--- src/rtl/spi_shift_pkg.sv ---
package spi_shift_pkg;
    // Control register bit positions (the host software decodes these)
    localparam int CB_SEL0   = 0;
    localparam int CB_SEL1   = 1;
    localparam int CB_DIR    = 2;
    localparam int CB_DONE   = 3;
    localparam int CB_STROBE = 4;
    localparam int CB_LOADED = 5;

    typedef enum logic [1:0] {
        ST_IDLE,
        ST_ARMED,
        ST_SHIFT
    } xfer_state_t;
endpackage

--- src/rtl/spi_clk_div.sv ---
module spi_clk_div #(
    parameter int DIV_HALF = 4
) (
    input  logic clk,
    input  logic rst_n,
    input  logic run,
    output logic tick
);
    localparam int CW = (DIV_HALF > 1) ? $clog2(DIV_HALF) : 1;

    logic [CW-1:0] cnt_q;

    assign tick = run && (cnt_q == CW'(DIV_HALF - 1));

    always_ff @(posedge clk or negedge rst_n) begin
        if (!rst_n)
            cnt_q <= '0;
        else if (!run || tick)
            cnt_q <= '0;
        else
            cnt_q <= cnt_q + 1'b1;
    end
endmodule

--- src/rtl/spi_byte_fsm.sv ---
module spi_byte_fsm
    import spi_shift_pkg::*;
(
    input  logic clk,
    input  logic rst_n,
    input  logic strobe,
    input  logic last_fall,
    output logic load,
    output logic run,
    output logic loaded,
    output logic done
);
    xfer_state_t state_q, state_d;

    // next-state logic
    always_comb begin
        state_d = state_q;
        unique case (state_q)
            ST_IDLE:  if (strobe)    state_d = ST_ARMED;
            ST_ARMED: if (!strobe)   state_d = ST_SHIFT;
            ST_SHIFT: if (last_fall) state_d = ST_IDLE;
            default:                 state_d = ST_IDLE;
        endcase
    end

    // state register
    always_ff @(posedge clk or negedge rst_n) begin
        if (!rst_n) state_q <= ST_IDLE;
        else        state_q <= state_d;
    end

    // outputs
    always_comb begin
        load   = 1'b0;
        run    = 1'b0;
        loaded = 1'b0;
        unique case (state_q)
            ST_IDLE:  load   = strobe;
            ST_ARMED: loaded = 1'b1;
            ST_SHIFT: run    = 1'b1;
            default:  ;
        endcase
    end

    always_ff @(posedge clk or negedge rst_n) begin
        if (!rst_n)         done <= 1'b0;
        else if (load)      done <= 1'b0;
        else if (last_fall) done <= 1'b1;
    end


    loaded_rise_chk: assert property (@(posedge clk) disable iff (!rst_n)
        (state_q == ST_IDLE && strobe) |=> (loaded && !done));


    done_hold_chk: assert property (@(posedge clk) disable iff (!rst_n)
        (done && !(state_q == ST_IDLE && strobe)) |=> done);


    done_excl_chk: assert property (@(posedge clk) disable iff (!rst_n)
        done |-> !loaded);
endmodule

--- src/rtl/spi_byte_shreg.sv ---
module spi_byte_shreg #(
    parameter int BYTE_W = 8
) (
    input  logic              clk,
    input  logic              rst_n,
    input  logic              load,
    input  logic [BYTE_W-1:0] din,
    input  logic              run,
    input  logic              tick,
    input  logic              miso,
    output logic              sclk,
    output logic              mosi,
    output logic [BYTE_W-1:0] rx_byte,
    output logic              last_fall
);
    localparam int NW = $clog2(BYTE_W + 1);

    logic [BYTE_W-1:0] tx_q;
    logic [NW-1:0]     nfall_q;

    assign mosi      = run ? tx_q[BYTE_W-1] : 1'b0;
    assign last_fall = run && tick && sclk && (nfall_q == NW'(BYTE_W - 1));

    always_ff @(posedge clk or negedge rst_n) begin
        if (!rst_n) begin
            tx_q    <= '0;
            rx_byte <= '0;
            sclk    <= 1'b0;
            nfall_q <= '0;
        end else if (load) begin
            tx_q    <= din;
            rx_byte <= '0;
            sclk    <= 1'b0;
            nfall_q <= '0;
        end else if (run && tick) begin
            if (!sclk) begin
                sclk    <= 1'b1;
                rx_byte <= {rx_byte[BYTE_W-2:0], miso};
            end else begin
                sclk    <= 1'b0;
                tx_q    <= {tx_q[BYTE_W-2:0], 1'b0};
                nfall_q <= nfall_q + 1'b1;
            end
        end
    end


    mosi_hold_chk: assert property (@(posedge clk) disable iff (!rst_n)
        (sclk && $past(sclk)) |-> $stable(mosi));


    nfall_range_chk: assert property (@(posedge clk) disable iff (!rst_n)
        nfall_q <= NW'(BYTE_W));
endmodule

--- src/rtl/spi_byte_shifter.sv ---
module spi_byte_shifter
    import spi_shift_pkg::*;
#(
    parameter int DIV_HALF = 4,
    parameter int BYTE_W   = 8,
    parameter int REG_W    = 16
) (
    input  logic             clk,
    input  logic             rst_n,
    input  logic             reg_wr,
    input  logic             reg_addr,
    input  logic [REG_W-1:0] reg_wdata,
    output logic [REG_W-1:0] reg_rdata,
    output logic             sclk,
    output logic             mosi,
    input  logic             miso,
    output logic [1:0]       cs_n
);
    logic [REG_W-1:0]  data_q;
    logic [1:0]        sel_q;
    logic              dir_q;
    logic              stb_q;
    logic              load, run, loaded, done, tick, last_fall;
    logic [BYTE_W-1:0] rx_byte;
    logic [REG_W-1:0]  ctrl_view;

    always_ff @(posedge clk or negedge rst_n) begin
        if (!rst_n) begin
            sel_q <= '0;
            dir_q <= 1'b0;
            stb_q <= 1'b0;
        end else if (reg_wr && reg_addr) begin
            sel_q <= {reg_wdata[CB_SEL1], reg_wdata[CB_SEL0]};
            dir_q <= reg_wdata[CB_DIR];
            stb_q <= reg_wdata[CB_STROBE];
        end
    end

    always_ff @(posedge clk or negedge rst_n) begin
        if (!rst_n)
            data_q <= '0;
        else if (last_fall && dir_q)
            data_q <= REG_W'(rx_byte);
        else if (reg_wr && !reg_addr)
            data_q <= reg_wdata;
    end

    always_comb begin
        ctrl_view            = '0;
        ctrl_view[CB_SEL0]   = sel_q[0];
        ctrl_view[CB_SEL1]   = sel_q[1];
        ctrl_view[CB_DIR]    = dir_q;
        ctrl_view[CB_DONE]   = done;
        ctrl_view[CB_STROBE] = stb_q;
        ctrl_view[CB_LOADED] = loaded;
    end

    assign reg_rdata = reg_addr ? ctrl_view : data_q;
    assign cs_n      = ~sel_q;

    spi_clk_div #(.DIV_HALF(DIV_HALF)) u_div (
        .clk   (clk),
        .rst_n (rst_n),
        .run   (run),
        .tick  (tick)
    );

    spi_byte_fsm u_fsm (
        .clk       (clk),
        .rst_n     (rst_n),
        .strobe    (stb_q),
        .last_fall (last_fall),
        .load      (load),
        .run       (run),
        .loaded    (loaded),
        .done      (done)
    );

    spi_byte_shreg #(.BYTE_W(BYTE_W)) u_shreg (
        .clk       (clk),
        .rst_n     (rst_n),
        .load      (load),
        .din       (data_q[BYTE_W-1:0]),
        .run       (run),
        .tick      (tick),
        .miso      (miso),
        .sclk      (sclk),
        .mosi      (mosi),
        .rx_byte   (rx_byte),
        .last_fall (last_fall)
    );


    no_clk_while_loaded_chk: assert property (@(posedge clk) disable iff (!rst_n)
        loaded |-> !sclk);


    sclk_idle_low_chk: assert property (@(posedge clk) disable iff (!rst_n)
        !run |-> !sclk);


    rx_upper_zero_chk: assert property (@(posedge clk) disable iff (!rst_n)
        (last_fall && dir_q) |=> (data_q[REG_W-1:BYTE_W] == '0));
endmodule

--- config.mk ---
export PLATFORM = sky130hd
export DESIGN_NAME = spi_byte_shifter
export DESIGN_NICKNAME = d
export VERILOG_FILES = /design/src/rtl/spi_shift_pkg.sv /design/src/rtl/spi_clk_div.sv /design/src/rtl/spi_byte_fsm.sv /design/src/rtl/spi_byte_shreg.sv /design/src/rtl/spi_byte_shifter.sv
export SDC_FILE = /design/constraint.sdc
export NUM_CORES = 1
export LEC_CHECK = 0
export BUFFER_PORTS_ARGS = -buffer_cell sky130_fd_sc_hd__buf_2
export CAP_MARGIN = 20
export CORE_UTILIZATION = 55
export CTS_CLUSTER_DIAMETER = 30
export CTS_CLUSTER_SIZE = 20
export DETAILED_ROUTE_END_ITERATION = 10
export PLACE_DENSITY_LB_ADDON = 0.12
export SYNTH_ARGS = -nofsm -noshare
export SYNTH_HDL_FRONTEND = slang
export SYNTH_SLANG_ARGS = --single-unit
--- constraint.sdc ---
create_clock -name clk -period 1.95 [get_ports clk]
set_clock_uncertainty 0.05 [all_clocks]
set_input_delay 0.39 -clock clk [delete_from_list [all_inputs] [get_ports clk]]
set_output_delay 0.39 -clock clk [all_outputs]
set_load 0.005 [all_outputs]
==> metrics.cfg, run 1 <==
[grt]
wire_length_of_the_first_global_routing_pass_mm=6.996
grt.overflow.total=0
grtUsageMet1=0.2870
grt_util_met3=0.05556
antenna_found_initial=0
global_route.peak_usage_layer=met2
grt_start_max_net_pins=26
global_routing_usage_on_met2=0.3634
via_count_of_the_first_global_routing_pass=1540
global_route_usage_over_all_layers=0.2212

[power_and_ir_drop]
vdd.ir_drop.worst_mv=0.5752
power_density_over_cell_area_mw_per_mm2=915.4
total_leakage_power_nw=1.252
power_mw=2.334

[synthesis]
number_of_nets_in_the_synthesized_netlist=208
synth-async-reset-ratio=1.000
ys_warn_count=0
number_of_flops_mapped_to_enable_cells_by_yosys=0
synth_largest_type_area_fraction=0.5221
syn_avg_cell_area_sq_um=11.92
synth.cells.most_frequent=sky130_fd_sc_hd__dfrtp_1, sky130_fd_sc_hd__mux2_2, sky130_fd_sc_hd__mux2i_1, sky130_fd_sc_hd__nor2_1, sky130_fd_sc_hd__nor2b_1
yosys_most_used_dff=sky130_fd_sc_hd__dfrtp_1
netlist_instances=185
synth.cell_area_sq_mm=0.002205
yosysMostFrequentCell=sky130_fd_sc_hd__dfrtp_1
ys_seq_elements=46
yosys.cell_types.count=31
synth.yosys.seq_area_share=0.5221
synthDominantAreaCellType=sky130_fd_sc_hd__dfrtp_1
post_synth_main_area_contributors=sky130_fd_sc_hd__dfrtp_1, sky130_fd_sc_hd__mux2_2, sky130_fd_sc_hd__mux2i_1, sky130_fd_sc_hd__nor2b_1, sky130_fd_sc_hd__a22o_1

[die]
pin_count=41
die-height_um=65.31
chipWidth_um=65.31
die_area_sq_mm=0.004265
core_area_sq_mm=0.003744
placementRows=22
effective_utilization_at_floorplan=0.5889

[route]
dr.first_iter.drc_count=48
routed_wirelength_mm=4.306
via_per_inst=5.511
drc_errors=0
ant_nets=0
route.vias.total=1532
wire_per_inst_um=15.49
detail_route.first_pass.iterations=4

[setup_path]
worst_ep_arrival_time_ns=1.94
path_max_fanout=8
worstSetupEndpointType=register
timing.critical_path.required_ns=2.08
worstSetupPathType=register to register
worst_setup_path_start_kind=register

[timing]
post-route-worst-setup-slack_ns=0.1463
setup_repair_after_global_routing_missed_its_margin=false
hold_viol=0
layout_min_cycle_time_ns=1.804
timing.final.max_slew_violations=0
finalCritPeriodShare=0.9250
setup-violations-final=0
max_slew.worst_pin.slew_ns=0.5547
timing.slew.headroom=0.6302
fmax_mhz=554.4
fin_tns_setup_ns=0

[place]
pre_cts_ws_ns=0.1276
dp_hpwl_mm=3.214
buffer_ports.inserted=40
dp_cells=271
gp_routability_congestion=0.7645

[clock_tree]
clock-root-buffer=sky130_fd_sc_hd__clkbuf_8
clock_sinks=46
postCtsSetupRepairBufs=0
tritoncts=built
clkLatencyLatePin_ns=0.30
ctsLongestPathBuffers=2
cts_hold_repair.buffers=0
clk_pin_slew_worst_paths_ns=0.08
htree_levels=2
number_of_buffers_created_by_cts=5
postCtsResizedCells=0

[final_layout]
layout.nets=253
postLayoutCoreUtil=0.6812
synthesis_to_finish_area_growth_pct=15.66
stdcell_count=278
layout-drive-gt1-share=0.3739
antennaDiodeCount=0

[flow_run]
drv.max_cap_violation_count=0

[status]
outcome=finished, final reports clean

[worst_hold_path]
hold_class=input pin to asynchronous set/reset pin

-- worst max-delay path, cell delays in order, from the launching register on --
cell and delay [ns]:
sky130_fd_sc_hd__dfrtp_1 0.36, sky130_fd_sc_hd__ha_1 0.28, sky130_fd_sc_hd__and4b_1 0.41, sky130_fd_sc_hd__nand4_4 0.24, sky130_fd_sc_hd__mux2_2 0.33
-- registers in the layout, summed over array words and instances (netlist names) --
register and count:
data_q 16, dir_q 1, sel_q 2, stb_q 1, u_div.cnt_q 2, u_fsm.done 1, u_fsm.state_q 2, u_shreg.nfall_q 4
u_shreg.rx_byte 8, u_shreg.sclk 1, u_shreg.tx_q 8
-- cell families (layout without fill, tap and decap cells) --
family / Yosys count / in the layout / synth area share
AOI/OAI and AO/OA: 25 / 25 / 0.07435
xor gates and xnor gates: 1 / 1 / 0.003973
and+or+nand+nor: 53 / 53 / 0.1390
buffers and inverters: 16 / 61 / 0.04370
DFF: 46 / 46 / 0.5221
adders and majority gates: 2 / 2 / 0.01135
muxes: 42 / 42 / 0.2054
-- power breakdown --
part           internal, mW  switching, mW  leakage [nW]
sequential             1.12          0.139         0.582
combinational         0.275          0.257         0.631
clock                 0.247          0.292        0.0383
-- cell type report --
cell class / instances / area [sq um]
Tap cell: 48 / 60.06
Inverter: 5 / 18.77
Multi-Input combinational cell: 123 / 963.4
Clock buffer: 7 / 76.32
Sequential cell: 46 / 1151
Fill cell: 307 / 1194
Timing Repair Buffer: 49 / 280.3
-- path summary, 6_finish.rpt --
path / startpoint / endpoint / slack [ns] / cells past startpoint
setup / recovery: u_div.cnt_q[0]$_DFF_PN0_ / data_q[6]$_DFFE_PN0P_ / 0.15 / 4
hold / removal: rst_n / u_shreg.tx_q[2]$_DFFE_PN0P_ / 0.02 / 1
setup reg to reg: u_div.cnt_q[0]$_DFF_PN0_ / data_q[6]$_DFFE_PN0P_ / 0.15 / 4
hold reg to reg: u_div.cnt_q[0]$_DFF_PN0_ / u_div.cnt_q[0]$_DFF_PN0_ / 0.40 / 1
max in group asynchronous: rst_n / u_shreg.rx_byte[3]$_DFFE_PN0P_ / 1.30 / 2
min in group clk: miso / u_shreg.rx_byte[0]$_DFFE_PN0P_ / 0.27 / 2
-- cells in the final DEF, fill, tap and decap left out, types with 5 or more instances in the layout --
| cell type | synthesis | final |
|---|---|---|
| sky130_fd_sc_hd__a22o_1 | 8 | 8 |
| sky130_fd_sc_hd__buf_2 | 2 | 40 |
| sky130_fd_sc_hd__buf_4 | 1 | 8 |
| sky130_fd_sc_hd__clkbuf_8 | 0 | 5 |
| sky130_fd_sc_hd__dfrtp_1 | 46 | 46 |
| sky130_fd_sc_hd__inv_1 | 5 | 5 |
| sky130_fd_sc_hd__mux2_2 | 26 | 26 |
| sky130_fd_sc_hd__mux2i_1 | 16 | 16 |
| sky130_fd_sc_hd__nand2_1 | 12 | 12 |
| sky130_fd_sc_hd__nor2_1 | 15 | 15 |
| sky130_fd_sc_hd__nor2b_1 | 14 | 14 |
| sky130_fd_sc_hd__o21ai_0 | 11 | 11 |
-- stage by stage --
stage	cell area (sq um)	hold WS, ns
finish	2550	0.02319
global route	2550	0.05244
CTS	2544	0.03814
detailed placement	2467	0.3611
global placement	2467	0.3432
floorplan	2205	0.04441
-- metal layers --
| layer | vias up | part of all wire |
|---|---|---|
| met5 | - | 0 |
| met4 | 0 | 0.012 |
| met3 | 5 | 0.026 |
| met2 | 25 | 0.51 |
| met1 | 771 | 0.45 |
| li1 | 731 | - |
Power figures use the tool's default switching activity.
==> inputs of run 2 (changes only) <==
--- a/config.mk
+++ b/config.mk
@@ -5,9 +5,10 @@
 export SDC_FILE = /design/constraint.sdc
 export NUM_CORES = 1
 export LEC_CHECK = 0
+export ABC_AREA = 1
 export BUFFER_PORTS_ARGS = -buffer_cell sky130_fd_sc_hd__buf_2
 export CAP_MARGIN = 20
-export CORE_UTILIZATION = 55
+export CORE_UTILIZATION = 56
 export CTS_CLUSTER_DIAMETER = 30
 export CTS_CLUSTER_SIZE = 20
 export DETAILED_ROUTE_END_ITERATION = 10
@@ -15,3 +16,4 @@
 export SYNTH_ARGS = -nofsm -noshare
 export SYNTH_HDL_FRONTEND = slang
 export SYNTH_SLANG_ARGS = --single-unit
+export TNS_END_PERCENT = 10
==> run 2 against run 1 <==
Compared with the run above: register-to-register slack improved by 0.07 ns; first-iteration DRC count grew 58%; area after synthesis up 8.3%; worst hold slack got worse by 0.012 ns; critical path type unchanged; critical endpoint is now data_q[7]$_DFFE_PN0P_.
==> metrics.cfg, run 2 <==
[clock_tree]
htree_levels=2
clkLatencyLatePin_ns=0.30
ctsLongestPathBuffers=2
cts_hold_repair.buffers=0
clk_pin_slew_worst_paths_ns=0.08
postCtsSetupRepairBufs=0
tritoncts=built
number_of_buffers_created_by_cts=5
clock-root-buffer=sky130_fd_sc_hd__clkbuf_8
postCtsResizedCells=0
clock_sinks=46

[power_and_ir_drop]
sw_frac_of_total=0.3309
internal_power_mw=1.597
total_leakage_power_nw=1.498
power.clock.fraction=0.229
power_density_over_cell_area_mw_per_mm2=890.0
p_seq_frac=0.516
vdd.ir_drop.worst_mv=0.5272
net-switching-power_uw=790.0
power.share.combinational=0.255

[place]
pre_cts_ws_ns=0.2401
dp_hpwl_mm=3.503
instance_area_after_placement_sq_mm=0.002606
buffer_ports.inserted=40
dp_cells=385
gp_routability_congestion=0.8026

[synthesis]
netlist_instances=303
synth-async-reset-ratio=1.000
yosysMostFrequentCell=sky130_fd_sc_hd__nand2_1
ys_warn_count=0
syn_avg_cell_area_sq_um=7.883
number_of_nets_in_the_synthesized_netlist=326
number_of_flops_mapped_to_enable_cells_by_yosys=0
synth.yosys.seq_area_share=0.4819
ys_seq_elements=46
synth.cell_area_sq_mm=0.002389
post_synth_main_area_contributors=sky130_fd_sc_hd__dfrtp_1, sky130_fd_sc_hd__nand2_1, sky130_fd_sc_hd__inv_1, sky130_fd_sc_hd__nand3_1, sky130_fd_sc_hd__nor2_1
yosys_most_used_dff=sky130_fd_sc_hd__dfrtp_1
synth.cells.most_frequent=sky130_fd_sc_hd__nand2_1, sky130_fd_sc_hd__inv_1, sky130_fd_sc_hd__dfrtp_1, sky130_fd_sc_hd__nand3_1, sky130_fd_sc_hd__nor2_1
synth_largest_type_area_fraction=0.4819
yosys.cell_types.count=27
synthDominantAreaCellType=sky130_fd_sc_hd__dfrtp_1

[final_layout]
layout.nets=365
stdcell_count=392
most-common-layout-cells=sky130_fd_sc_hd__nand2_1, sky130_fd_sc_hd__inv_1, sky130_fd_sc_hd__dfrtp_1
register_area_sq_mm=0.001151
fillerInstances=373
multiInputGateArea_sq_um=958.4
antennaDiodeCount=0
synthesis_to_finish_area_growth_pct=12.31
reg.largest.list=data_q x16, u_shreg.rx_byte x8, u_shreg.tx_q x8
top_register=data_q
layout-drive-gt1-share=0.1959
most_common_library_cell_in_the_layout_ignoring_fill_and_taps=sky130_fd_sc_hd__nand2_1
stdcell_area_sq_mm=0.002683
largest_register_ff_count=16

[route]
drc_errors=0
wire_per_inst_um=12.44
route.vias.total=1978
dr.first_iter.drc_count=76
detail_route.first_pass.iterations=4
ant_nets=0
routed_wirelength_mm=4.876
via_per_inst=5.046

[grt]
wire_length_of_the_first_global_routing_pass_mm=7.990
grt_start_max_net_pins=26
via_count_of_the_first_global_routing_pass=1787
grt.overflow.total=0
global_route_usage_over_all_layers=0.2393
antenna_found_initial=0

[setup_path]
worst_ep_arrival_time_ns=1.87
worstSetupPathType=register to register
worst_setup_path_start_kind=register
worstSetupEndpointType=register
timing.critical_path.required_ns=2.09
timing.critical_path.from=u_div.cnt_q[0]$_DFF_PN0_
path_max_fanout=24
crit-reg2reg-launch=u_div.cnt_q[0]$_DFF_PN0_

[timing]
max_slew.worst_pin.slew_ns=0.5331
setup_repair_after_global_routing_missed_its_margin=false
layout_min_cycle_time_ns=1.732
timing.slew.headroom=0.6446
finalCritPeriodShare=0.8884
fin_tns_setup_ns=0
timing.final.max_slew_violations=0
hold_viol=0
fin_worst_hold_slack_ns=0.01148
post-route-worst-setup-slack_ns=0.2177
fmax_mhz=577.3
setup-violations-final=0

[die]
die_area_sq_mm=0.004531
chipWidth_um=67.31
core_area_sq_mm=0.004058
effective_utilization_at_floorplan=0.5887
placementRows=23
pin_count=41
die-height_um=67.31

[flow_run]
drv.max_cap_violation_count=0

[status]
outcome=finished, final reports clean

[worst_hold_path]
hold_class=input pin to asynchronous set/reset pin

## run 2: changes by cell type in the layout (fill, tap and decap cells not counted), moves of 5 or more
cell	previous run	this run
sky130_fd_sc_hd__o22ai_1	0	6
sky130_fd_sc_hd__a22o_1	8	0
sky130_fd_sc_hd__mux2_2	26	0
sky130_fd_sc_hd__nand4_1	1	9
sky130_fd_sc_hd__o21ai_1	0	8
sky130_fd_sc_hd__nand2_1	12	87
sky130_fd_sc_hd__nor2b_1	14	0
sky130_fd_sc_hd__nor2_1	15	21
sky130_fd_sc_hd__nand2_2	0	5
sky130_fd_sc_hd__mux2i_1	16	0
sky130_fd_sc_hd__inv_1	5	47
sky130_fd_sc_hd__nand3_1	0	30
## run 2: power by group through the flow
stage          logic, mW  registers [mW]  clock network (mW)
2_1_floorplan      0.472            1.22                   0
3_3_place_gp       0.596            1.24                   0
5_1_grt            0.704            1.25               0.594
3_5_place_dp       0.614            1.25                   0
6_report           0.609            1.23               0.546
4_1_cts            0.616            1.23               0.557
## run 2: through the flow
step | power, mW | util
floorplan | 1.690 | -
global placement | 1.840 | 0.6423
detailed placement | 1.864 | 0.6423
CTS | 2.406 | 0.6611
global route | 2.551 | 0.6611
finish | 2.387 | 0.6611
## run 2: metal layers
layer,part of all wire,global-route usage,vias to the layer above
li1,-,-,1020
met1,0.48,0.3182,914
met2,0.47,0.3863,37
met3,0.034,0.04054,7
met4,0.016,0.09574,0
met5,0,0,-
## run 2: critical path: stages, from the launching register on
cell and delay, ns:
sky130_fd_sc_hd__dfrtp_1 0.36, sky130_fd_sc_hd__ha_1 0.27, sky130_fd_sc_hd__inv_1 0.10, sky130_fd_sc_hd__nor2_4 0.28, sky130_fd_sc_hd__nand3_4 0.30, sky130_fd_sc_hd__nand3_1 0.16
sky130_fd_sc_hd__nand3_1 0.08
## run 2: final cells by class
class | count | area share
flip-flops and latches | 46 | 0.4291
multi-input cells | 195 | 0.3573
repair buffers | 45 | 0.09328
inverters | 49 | 0.06856
clock buffers | 7 | 0.02845
well taps | 50 | 0.02332
## run 2: final timing paths
| path | to | slack, ns | cells past startpoint |
|---|---|---|---|
| min in group clk | u_shreg.rx_byte[0]$_DFFE_PN0P_ | 0.30 | 3 |
| worst min register to register | u_div.cnt_q[0]$_DFF_PN0_ | 0.41 | 1 |
| max in group asynchronous | u_shreg.rx_byte[3]$_DFFE_PN0P_ | 1.32 | 2 |
| worst max register to register | data_q[7]$_DFFE_PN0P_ | 0.22 | 6 |
| worst max-delay path | data_q[7]$_DFFE_PN0P_ | 0.22 | 6 |
| worst min-delay path | u_shreg.tx_q[5]$_DFFE_PN0P_ | 0.01 | 1 |
## run 2: kinds of logic (layout without fill, tap and decap cells)
logic type               Yosys count  count (layout)  synth area share
adder cells (fa/ha/maj)            2               2           0.01048
buffers and inverters             62             101            0.1168
AO/OA/AOI/OAI                     31              31           0.07439
AND/OR/NAND/NOR                  162             162            0.3164
flip-flops                        46              46            0.4819
